<file path="config.mk">
export PLATFORM = sky130hd
export DESIGN_NAME = sdac_serial_front
export DESIGN_NICKNAME = d
export VERILOG_FILES = /design/src/rtl/sfe_pkg.sv /design/src/rtl/sfe_sync.sv /design/src/rtl/sfe_edge.sv /design/src/rtl/sfe_shifter.sv /design/src/rtl/sfe_dout.sv /design/src/rtl/sdac_serial_front.sv
export SDC_FILE = /design/constraint.sdc
export NUM_CORES = 1
export LEC_CHECK = 0
export ABC_AREA = 1
export BUFFER_PORTS_ARGS = -buffer_cell sky130_fd_sc_hd__buf_4
export CORE_AREA = 3 3 73 89
export DETAILED_ROUTE_END_ITERATION = 12
export DIE_AREA = 0 0 76 92
export HOLD_SLACK_MARGIN = 0.12
export SETUP_SLACK_MARGIN = 0.1
export SYNTH_ARGS = -nofsm -noshare
export SYNTH_HDL_FRONTEND = slang
export SYNTH_SLANG_ARGS = --single-unit
</file>
<file path="constraint.sdc">
create_clock -name clk_i -period 1.36 [get_ports clk_i]
set_input_delay 0.136 -clock clk_i [delete_from_list [all_inputs] [get_ports clk_i]]
set_output_delay 0.136 -clock clk_i [all_outputs]
set_load 0.01 [all_outputs]
</file>
<file path="src/rtl/sfe_pkg.sv">
package sfe_pkg;

   typedef enum logic {
      SDO_ON_FALL = 1'b0,
      SDO_ON_RISE = 1'b1
   } sdo_edge_e;

   localparam int unsigned SFE_WORD_W_DEF  = 16;
   localparam int unsigned SFE_SYNC_DEF    = 2;
   localparam int unsigned SFE_MIN_SYNC    = 2;

endpackage

</file>
<file path="src/rtl/sfe_sync.sv">
module sfe_sync #(
   parameter int unsigned         N_SIG   = 3,
   parameter int unsigned         STAGES  = 2,
   parameter logic [N_SIG-1:0]    RST_VAL = '0
) (
   input  logic             clk_i,
   input  logic             rst_ni,
   input  logic [N_SIG-1:0] d_i,
   output logic [N_SIG-1:0] q_o
);

   if (STAGES < sfe_pkg::SFE_MIN_SYNC) begin : g_bad_stages
      $error("sfe_sync: STAGES below minimum");
   end

   logic [N_SIG-1:0] chain [STAGES];

   for (genvar s = 0; s < STAGES; s++) begin : g_stage
      if (s == 0) begin : g_first
         always_ff @(posedge clk_i or negedge rst_ni) begin
            if (!rst_ni) chain[0] <= RST_VAL;
            else         chain[0] <= d_i;
         end
      end else begin : g_next
         always_ff @(posedge clk_i or negedge rst_ni) begin
            if (!rst_ni) chain[s] <= RST_VAL;
            else         chain[s] <= chain[s-1];
         end
      end
   end

   assign q_o = chain[STAGES-1];

endmodule

</file>
<file path="src/rtl/sfe_edge.sv">
module sfe_edge #(
   parameter int unsigned      N_SIG   = 2,
   parameter logic [N_SIG-1:0] RST_VAL = '0
) (
   input  logic             clk_i,
   input  logic             rst_ni,
   input  logic [N_SIG-1:0] lvl_i,
   output logic [N_SIG-1:0] rise_o,
   output logic [N_SIG-1:0] fall_o
);

   logic [N_SIG-1:0] prev_q;

   always_ff @(posedge clk_i or negedge rst_ni) begin
      if (!rst_ni) prev_q <= RST_VAL;
      else         prev_q <= lvl_i;
   end

   for (genvar i = 0; i < N_SIG; i++) begin : g_det
      assign rise_o[i] =  lvl_i[i] & ~prev_q[i];
      assign fall_o[i] = ~lvl_i[i] &  prev_q[i];
   end

endmodule

</file>
<file path="src/rtl/sfe_shifter.sv">
module sfe_shifter #(
   parameter int unsigned WORD_W = 16
) (
   input  logic              clk_i,
   input  logic              rst_ni,
   input  logic              cs_active_i,
   input  logic              shift_i,
   input  logic              clear_i,
   input  logic              close_i,
   input  logic              bit_i,
   output logic [WORD_W-1:0] shreg_o,
   output logic [WORD_W-1:0] word_o,
   output logic              word_vld_o
);

   localparam int unsigned CNT_W = $clog2(WORD_W + 1);
   localparam logic [CNT_W-1:0] CNT_FULL = CNT_W'(WORD_W);

   if (WORD_W < 2) begin : g_bad_width
      $error("sfe_shifter: WORD_W must be at least 2");
   end

   logic [CNT_W-1:0]  cnt_q;
   logic [WORD_W-1:0] shreg_q;
   logic              do_shift;

   assign do_shift = shift_i & ~clear_i;

   always_ff @(posedge clk_i or negedge rst_ni) begin
      if (!rst_ni) begin
         cnt_q <= '0;
      end else if (clear_i) begin
         cnt_q <= '0;
      end else if (do_shift && (cnt_q != CNT_FULL)) begin
         cnt_q <= cnt_q + 1'b1;
      end
   end

   always_ff @(posedge clk_i or negedge rst_ni) begin
      if (!rst_ni)       shreg_q <= '0;
      else if (do_shift) shreg_q <= {shreg_q[WORD_W-2:0], bit_i};
   end

   always_ff @(posedge clk_i or negedge rst_ni) begin
      if (!rst_ni) begin
         word_o     <= '0;
         word_vld_o <= 1'b0;
      end else begin
         word_vld_o <= 1'b0;
         if (close_i && (cnt_q == CNT_FULL)) begin
            word_o     <= shreg_q;
            word_vld_o <= 1'b1;
         end
      end
   end

   assign shreg_o = shreg_q;

   AST_NO_SHIFT_IDLE: assert property (@(posedge clk_i) disable iff (!rst_ni)
      !cs_active_i |=> $stable(shreg_q));
   AST_VLD_PULSE: assert property (@(posedge clk_i) disable iff (!rst_ni)
      word_vld_o |=> !word_vld_o);
   AST_CNT_LIMIT: assert property (@(posedge clk_i) disable iff (!rst_ni)
      cnt_q <= CNT_FULL);
   AST_SHORT_NO_STROBE: assert property (@(posedge clk_i) disable iff (!rst_ni)
      (close_i && (cnt_q < CNT_FULL)) |=> (!word_vld_o && $stable(word_o)));

endmodule

</file>
<file path="src/rtl/sfe_dout.sv">
module sfe_dout (
   input  logic                clk_i,
   input  logic                rst_ni,
   input  sfe_pkg::sdo_edge_e  mode_i,
   input  logic                cs_active_i,
   input  logic                clear_i,
   input  logic                sclk_rise_i,
   input  logic                sclk_fall_i,
   input  logic                msb_i,
   input  logic                msb_next_i,
   output logic                sdo_o
);

   import sfe_pkg::*;

   logic launch;
   logic launch_val;

   always_comb begin
      launch     = 1'b0;
      launch_val = msb_i;
      unique case (mode_i)
         SDO_ON_FALL: begin
            launch     = sclk_fall_i & cs_active_i;
            launch_val = msb_i;
         end
         SDO_ON_RISE: begin
            launch     = sclk_rise_i & cs_active_i;
            launch_val = msb_next_i;
         end
         default: ;
      endcase
   end

   always_ff @(posedge clk_i or negedge rst_ni) begin
      if (!rst_ni)      sdo_o <= 1'b0;
      else if (clear_i) sdo_o <= 1'b0;
      else if (launch)  sdo_o <= launch_val;
   end

   AST_CS_FALL_CLR: assert property (@(posedge clk_i) disable iff (!rst_ni)
      clear_i |=> (sdo_o == 1'b0));
   AST_SDO_IDLE_HOLD: assert property (@(posedge clk_i) disable iff (!rst_ni)
      !cs_active_i |=> $stable(sdo_o));
   AST_RISE_MODE_FALL_QUIET: assert property (@(posedge clk_i) disable iff (!rst_ni)
      ((mode_i == SDO_ON_RISE) && sclk_fall_i && !clear_i) |=> $stable(sdo_o));
   AST_FALL_MODE_RISE_QUIET: assert property (@(posedge clk_i) disable iff (!rst_ni)
      ((mode_i == SDO_ON_FALL) && sclk_rise_i && !clear_i) |=> $stable(sdo_o));

endmodule

</file>
<file path="src/rtl/sdac_serial_front.sv">
module sdac_serial_front #(
   parameter int unsigned WORD_W      = sfe_pkg::SFE_WORD_W_DEF,
   parameter int unsigned SYNC_STAGES = sfe_pkg::SFE_SYNC_DEF
) (
   input  logic              clk_i,
   input  logic              rst_ni,
   input  logic              sclk_i,
   input  logic              csn_i,
   input  logic              sdi_i,
   input  logic              edge_mode_i,
   output logic [WORD_W-1:0] word_o,
   output logic              word_vld_o,
   output logic              sdo_o
);

   import sfe_pkg::*;

   localparam int unsigned N_IN   = 3;
   localparam int unsigned IX_SCK = 0;
   localparam int unsigned IX_CSN = 1;
   localparam int unsigned IX_SDI = 2;
   localparam logic [N_IN-1:0] IN_RST = N_IN'(1) << IX_CSN;

   if (WORD_W < 2) begin : g_bad_word
      $error("sdac_serial_front: WORD_W must be at least 2");
   end
   if (SYNC_STAGES < SFE_MIN_SYNC) begin : g_bad_sync
      $error("sdac_serial_front: SYNC_STAGES below minimum");
   end

   logic [N_IN-1:0]   raw_in, syn_in;
   logic [1:0]        ed_rise, ed_fall;
   logic              sck_rise, sck_fall, cs_open, cs_close, cs_active;
   logic [WORD_W-1:0] shreg;
   sdo_edge_e         mode;

   assign raw_in[IX_SCK] = sclk_i;
   assign raw_in[IX_CSN] = csn_i;
   assign raw_in[IX_SDI] = sdi_i;

   sfe_sync #(
      .N_SIG   (N_IN),
      .STAGES  (SYNC_STAGES),
      .RST_VAL (IN_RST)
   ) u_sync (
      .clk_i  (clk_i),
      .rst_ni (rst_ni),
      .d_i    (raw_in),
      .q_o    (syn_in)
   );

   sfe_edge #(
      .N_SIG   (2),
      .RST_VAL (2'b10)
   ) u_edge (
      .clk_i  (clk_i),
      .rst_ni (rst_ni),
      .lvl_i  ({syn_in[IX_CSN], syn_in[IX_SCK]}),
      .rise_o (ed_rise),
      .fall_o (ed_fall)
   );

   assign sck_rise  = ed_rise[0];
   assign sck_fall  = ed_fall[0];
   assign cs_close  = ed_rise[1];
   assign cs_open   = ed_fall[1];
   assign cs_active = ~syn_in[IX_CSN];
   assign mode      = sdo_edge_e'(edge_mode_i);

   sfe_shifter #(
      .WORD_W (WORD_W)
   ) u_shift (
      .clk_i       (clk_i),
      .rst_ni      (rst_ni),
      .cs_active_i (cs_active),
      .shift_i     (sck_rise & cs_active),
      .clear_i     (cs_open),
      .close_i     (cs_close),
      .bit_i       (syn_in[IX_SDI]),
      .shreg_o     (shreg),
      .word_o      (word_o),
      .word_vld_o  (word_vld_o)
   );

   sfe_dout u_dout (
      .clk_i       (clk_i),
      .rst_ni      (rst_ni),
      .mode_i      (mode),
      .cs_active_i (cs_active),
      .clear_i     (cs_open),
      .sclk_rise_i (sck_rise),
      .sclk_fall_i (sck_fall),
      .msb_i       (shreg[WORD_W-1]),
      .msb_next_i  (shreg[WORD_W-2]),
      .sdo_o       (sdo_o)
   );

   AST_RESET_QUIET: assert property (@(posedge clk_i) disable iff (!rst_ni)
      $rose(word_vld_o) |-> $past(cs_close));

endmodule

</file>
==> results of run 1 <==
==> worst max-delay path: stages (launching register included) <==
cell	delay (ps)
dfrtp_1	380
inv_1	60
ha_2	170
nand2_2	50
inv_2	70
nand4_4	130
buf_12	200
nand2_1	70
o21ai_2	50
==> stage by stage <==
step	worst slack, ps	setup TNS (ps)	total power [W]	cells	hold WS [ps]
final	70.9	0	0.00261	308	257
after global routing	-23.5	-147	0.00275	308	303
after CTS	81.2	0	0.00265	306	245
after detailed placement	48.7	0	0.00171	293	181
after global placement	78.7	0	0.00171	293	189
after floorplan	116	0	0.00163	189	-160
==> sequential cells by signal (all words and copies together) (netlist names) <==
name,cells
u_shift.shreg_o,16
u_shift.word_o,16
u_shift.cnt_q,5
u_sync.chain,3
u_sync.q_o,3
u_edge.prev_q,2
u_dout.sdo_o,1
u_shift.word_vld_o,1
==> how the worst max path moves through the flow <==
stage                          start                  to  slack, ps  cells past startpoint
finish              u_shift.cnt_q[0]   u_shift.word_o[9]         70                      8
floorplan           u_shift.cnt_q[0]  u_shift.word_o[14]        120                      8
detailed placement  u_edge.prev_q[0]    u_shift.cnt_q[4]         50                      6
global route        u_shift.cnt_q[1]   u_shift.word_o[0]        -20                      8
global placement    u_shift.cnt_q[0]   u_shift.word_o[7]         80                      8
CTS                 u_shift.cnt_q[1]   u_shift.word_o[3]         80                      8
==> power by group through the flow <==
stage | sequential, W | combinational (W) | clock, W
2_1_floorplan | 0.00153 | 0.000105 | 0
3_3_place_gp | 0.00153 | 0.000182 | 0
3_5_place_dp | 0.00153 | 0.000185 | 0
4_1_cts | 0.00150 | 0.000201 | 0.000948
5_1_grt | 0.00151 | 0.000241 | 0.000993
6_report | 0.00150 | 0.000204 | 0.000909
==> routing by layer <==
| metal | share of wire [%] | wire length (um) | track usage [%] |
|---|---|---|---|
| met2 | 50 | 1730 | 18.6 |
| met4 | 1.8 | 64 | 6.04 |
| met3 | 3.7 | 129 | 3.24 |
| met1 | 45 | 1560 | 12.7 |
| met5 | 0 | 0 | 0 |
==> timing repair <==
item                                    in CTS  in global routing
hold buffers                                 4                  0
cloned                                       1                  0
setup buffers                                0                  2
pin swaps                                    1                  2
endpoints found under the setup margin      21                 29
resized for setup                            2                 11
endpoints found under the hold margin       47                  0
==> final cells by class <==
class,count,share of cell area [%]
multi-input cells,112,27.4
repair buffers,36,13.0
inverters,25,3.80
flip-flops and latches,47,47.7
clock buffers,8,4.05
well taps,80,4.05
==> synth_stat cells <==
cell / number
nor2_8: 1
o21ai_1: 12
dfstp_2: 3
nand3_1: 10
inv_2: 2
nand2_1: 47
nand4_4: 1
inv_1: 23
buf_6: 6
nand2_2: 4
dfrtp_1: 44
nand3b_1: 1
nand2_4: 2
nand4_1: 2
nor3b_1: 1
a21oi_1: 2
nor2_4: 1
ha_1: 2
nor2_1: 4
o21bai_1: 1
o21ai_2: 15
o21ai_0: 5
==> placed cells by master (no fill, tap or decap) <==
cell type,netlist,layout
nor2_1,4,4
o21ai_0,5,5
a21oi_1,2,2
inv_1,23,22
buf_4,0,28
o21bai_1,1,1
o21ai_1,12,12
dfstp_2,3,3
ha_1,2,1
nand2_4,2,5
dlygate4sd3_1,0,4
nor2_8,1,1
dfrtp_1,44,44
nor3b_2,0,1
clkbuf_8,0,7
nand4_1,2,2
nand3b_1,1,1
nand2_1,47,41
o21ai_2,15,15
nand3_1,10,10
nand2_2,4,7
buf_12,0,3
clkbuf_1,0,1
inv_2,2,3
buf_6,6,1
nand4_4,1,1
nor2_4,1,2
ha_2,0,1
==> kinds of logic after synthesis <==
family	count (synthesis)	synth area share, %
AOI/OAI and AO/OA	35	11.9
adders and majority gates	2	1.27
and+or+nand+nor	74	18.7
DFF	47	59.9
buffers and inverters	31	8.20
==> run metrics, run 1 <==
RR Endpoint=u_shift.word_o[9]; Core Region=5670 um^2; Power Internal=0.00201 W; nets=235; initial core utilization=34.7%; Startpoint Class=flip-flop; largest cells by area after synthesis=dfrtp_1 56%, nand2_1 9.0%, o21ai_2 6.7%, inv_1 4.4%, dfstp_2 4.0%; drt first pass iters=5; largest net degree at the start of global routing=48; Comb power frac=7.8%; CTS Sinks=47; die area=6990 um^2; data required time of the worst path=1550 ps; hold path depth=5; max_slew headroom=61.4%; fillers=558; Slew Limit Fails=0; R2R cell count=8; Reg clk slew, reported paths=80 ps; status=completed; register area share after synthesis=59.9%; peak supply drop=622 uV; initial antenna violation count=0; post-layout util=43.6%; Avg Synthesized Cell Area=10.4 um^2; fmax=0.776 GHz; WL per Instance=11.3 um; final setup fails=0; H-tree lvl count=2; fin crit share=94.8%; Worst Hold Class=in2reg; Longest Clk Path Bufs=2; Crit Path Category=reg2reg; Fin Clk Skew=5.99 ps; Synthesis Warnings=0; root buf cell=clkbuf_8; total track usage=11.1%; Synth top area share=55.9%; switch share=23.2%; Via Count=1,350; Post-Syn Instances=189; Switch Pwr=0.000606 W; Vias/cell=4.38; Die Width=76 um; Skew-Pair Late Insertion Delay=300 ps; post-route DRC violation count=0; cell area power density=1060 nW/um^2; routability cong.=0.748; total grt overflow=0; num ports=24; Routed WL=3480 um; post-synth cell types=22; area occupied by registers=1180 um^2; CP endpoint kind=flip-flop; Hold Startpoint=edge_mode_i; area growth from synthesis to layout=25.5%; final non-filler cell area=2470 um^2; worst r2r src=u_shift.cnt_q[0]; CTS tree=built; cts bufs inserted=5; Placed Area=2250 um^2; first-pass GRT wire length=6090 um; Yosys reg bits=47; Leakage=1.17 nW; clock power share=34.8%; max cap viols=0; chip height=92 um; CP arrival=1480 ps; Mapped Nets=197; Std-Cell Rows=30; share of layout cells above drive strength 1=34.2%; RSZ-0062 raised after global routing=true; vias in the first global route=1,336; PortBufs=23; Sequential Power Share=57.4%; fin crit period=1290 ps; Worst Hold Path EP=u_dout.sdo_o; final hold vios=0; Yosys top cell by area=dfrtp_1; largest fanout on the critical path=17; Syn Std Cell Area=1970 um^2; ant diodes=0; Least-Margin Pin Slew=579 ps; HPWL after DPL=2280 um; multi-input logic area=677 um^2; initial DRC count=90; reg-to-reg slack, setup=70 ps; Routed Antenna Nets=0
Power figures use the tool's default switching activity.
==> inputs of run 2 (changes only) <==
--- a/config.mk
+++ b/config.mk
@@ -5,11 +5,10 @@
 export SDC_FILE = /design/constraint.sdc
 export NUM_CORES = 1
 export LEC_CHECK = 0
-export ABC_AREA = 1
 export BUFFER_PORTS_ARGS = -buffer_cell sky130_fd_sc_hd__buf_4
-export CORE_AREA = 3 3 73 89
+export CORE_AREA = 3 3 71 87
 export DETAILED_ROUTE_END_ITERATION = 12
-export DIE_AREA = 0 0 76 92
+export DIE_AREA = 0 0 74 90
 export HOLD_SLACK_MARGIN = 0.12
 export SETUP_SLACK_MARGIN = 0.1
 export SYNTH_ARGS = -nofsm -noshare
==> constraint.sdc (replaced) <==
create_clock -name clk_i -period 1.2 [get_ports clk_i]
set_input_delay 0.12 -clock clk_i [delete_from_list [all_inputs] [get_ports clk_i]]
set_output_delay 0.12 -clock clk_i [all_outputs]
set_load 0.01 [all_outputs]
==> run metrics, run 2 <==
cts bufs inserted=5 (unchanged); hold path depth=3 (-2); Least-Margin Pin Slew=578 ps (-1.63 ps); CTS tree=built; Setup TNS Final=-13,130 ps (-13,130 ps); Hold Startpoint=edge_mode_i; Synthesis Warnings=0 (unchanged); largest cells by area after synthesis=dfrtp_1 58%, nand2_1 11%, mux2_4 7.2%, mux2_2 4.8%, dfstp_2 4.2%; fin crit period=1720 ps (+435 ps); reg-to-reg slack, setup=-520 ps (-600 ps); leading cell type in the layout, fill and taps excluded=dfrtp_1; PortBufs=23 (unchanged); Vias/cell=4.63 (+5.6%); Routed WL=3520 um (+1.3%); R2R cell count=6 (-2); nets=210 (-11%); register area share after synthesis=62.7% (+2.7 points); data required time of the worst path=1390 ps (-160 ps); Commonest cells post-synth=53 x nand2_1, 44 x dfrtp_1, 9 x mux2_4; Core Region=5330 um^2 (-5.9%); max_slew headroom=61.5% (+0.11 points); Async S/R FF share, synth=100% (unchanged); Synth top area share=58.5% (+2.6 points); final setup fails=38 (+38); failing checks=negative setup slack; Routed Antenna Nets=0 (unchanged); Crit Path Category=reg2reg; post-layout util=48.0% (+4.4 points); Slew Limit Fails=0 (unchanged); HPWL after DPL=2180 um (-4.5%); share of layout cells above drive strength 1=53.2% (+19 points); ant diodes=0 (unchanged); RSZ-0062 raised after global routing=true; num ports=24 (unchanged); total grt overflow=0 (unchanged); die area=6660 um^2 (-4.7%); initial DRC count=32 (-64%); Yosys top cell by area=dfrtp_1; Leakage=1.35 nW (+15%); Mapped Nets=158 (-20%); cell area power density=1140 nW/um^2 (+7.8%); Reg clk slew, reported paths=80 ps (about the same); status=complete, but fails checks; fmax=0.580 GHz (-25%); Startpoint Class=flip-flop; final hold vios=0 (unchanged); Via Count=1,226 (-9.2%); root buf cell=clkbuf_8; Layout Cells excl Fill=265 (-14%); Post-Syn Instances=150 (-21%); CTS Sinks=47 (unchanged); initial antenna violation count=0 (unchanged); Min Hold Slack=250 ps (-7.68 ps); first-pass GRT wire length=5800 um (-4.7%); most frequent cells in the layout=44 x dfrtp_1, 33 x buf_4, 28 x nand2_1; post-route DRC violation count=0 (unchanged); largest net degree at the start of global routing=48 (unchanged); Die Width=74 um (-2.6%); Longest Clk Path Bufs=2 (unchanged); EDFF count, synth=0 (unchanged); max cap viols=0 (unchanged); Top FF cell, synth=dfrtp_1; Std-Cell Rows=29 (-3.3%); peak supply drop=733 uV (+18%); initial core utilization=35.3% (+0.56 points); fin crit share=144% (+49 points); most frequent cell after synthesis=nand2_1; CP endpoint kind=flip-flop; Fin Clk Skew=8.67 ps (+2.67 ps); RR Endpoint=u_shift.word_o[13]; Placed Area=2220 um^2 (-1.3%); Worst Hold Class=in2reg; Yosys reg bits=47 (unchanged); chip height=90 um (-2.2%); worst r2r src=u_shift.cnt_q[0]; WL per Instance=13.3 um (+18%); H-tree lvl count=2 (unchanged); Placed Cells=245 (-16%); vias in the first global route=1,241 (-7.1%); CP arrival=1910 ps (+430 ps); Avg Synthesized Cell Area=12.6 um^2 (+20%); post-synth cell types=29 (+32%); Skew-Pair Late Insertion Delay=300 ps (about the same); largest fanout on the critical path=17 (unchanged); area growth from synthesis to layout=35.9%; final non-filler cell area=2560 um^2 (+3.5%); routability cong.=0.764 (+2.2%); Worst Hold Path EP=u_dout.sdo_o; drt first pass iters=3 (-2); Final WS setup=-524 ps (-595 ps); Syn Std Cell Area=1880 um^2 (-4.4%); total track usage=11.4% (+0.37 points)
==> run 2: cell types whose count changed after synthesis, sizes merged, moves of 3 or more <==
cell,previous run,this run
nor2,6,1
inv,25,3
mux2i,0,3
o21ai,32,1
buf,6,3
nand3,10,3
nand4,3,0
mux2,0,17
==> run 2: cell type report <==
cell class / instances / area [um^2]
multi-input combinational: 95 / 744
sequential: 47 / 1180
timing repair buffer: 50 / 447
inverter: 3 / 11.3
clock buffer: 6 / 82.6
fill: 474 / 2780
clock inverter: 2 / 16.3
tap: 62 / 77.6
==> run 2: worst max path at each step <==
| stage | startpoint | endpoint | slack (ps) | cells after the start |
|---|---|---|---|---|
| floorplan | u_shift.cnt_q[0] | u_shift.word_o[10] | -620 | 7 |
| global placement | u_shift.cnt_q[0] | u_shift.word_o[11] | -510 | 6 |
| detailed placement | u_shift.cnt_q[0] | u_shift.word_o[11] | -560 | 6 |
| CTS | u_shift.cnt_q[0] | u_shift.word_o[13] | -530 | 6 |
| global route | u_shift.cnt_q[0] | u_shift.word_o[7] | -570 | 6 |
| finish | u_shift.cnt_q[0] | u_shift.word_o[13] | -520 | 6 |
==> run 2: power by group <==
group	internal [W]	total, W	switching (W)
Clock	0.000470	0.00100	0.000531
Combinational	0.000103	0.000211	0.000108
Sequential	0.00165	0.00170	0.0000537
Total	0.00222	0.00291	0.000692
==> run 2: per-layer routing <==
layer	global-route usage [%]	routed length, um	vias to the layer above	share of wire [%]
met2	17.8	1770	21	50
li1	-	-	593	-
met1	14.3	1520	606	43
met3	3.35	154	6	4.4
met4	5.44	83	0	2.4
met5	0	0	-	0
==> run 2: logic make-up after synthesis <==
group           share of synthesized area [%]
compound gates                           1.99
xor+xnor                                0.465
fa+ha+maj                                1.33
buf+inv                                  2.92
flops                                    62.7
mux                                      13.6
simple gates                             17.1
==> run 2: repair_timing <==
| action | CTS | global route |
|---|---|---|
| resized for setup | 34 | 13 |
| endpoints found under the hold margin | 47 | 0 |
| setup buffers | 6 | 2 |
| endpoints found under the setup margin | 39 | 39 |
| pin swaps | 19 | 8 |
| hold buffers | 4 | 0 |
| cloned | 2 | 0 |
==> run 2: metrics by stage <==
stage / setup WS (ps) / total power [W]
floorplan: -616 / 0.00179
global placement: -506 / 0.00188
detailed placement: -561 / 0.00188
CTS: -534 / 0.00295
global route: -573 / 0.00306
finish: -524 / 0.00291
==> run 2: worst max-delay path, stage by stage, from the launching register on <==
cell	delay, ps
dfrtp_1	390
inv_1	60
ha_2	190
nand4bb_4	110
or3b_4	390
buf_12	170
mux2_4	300
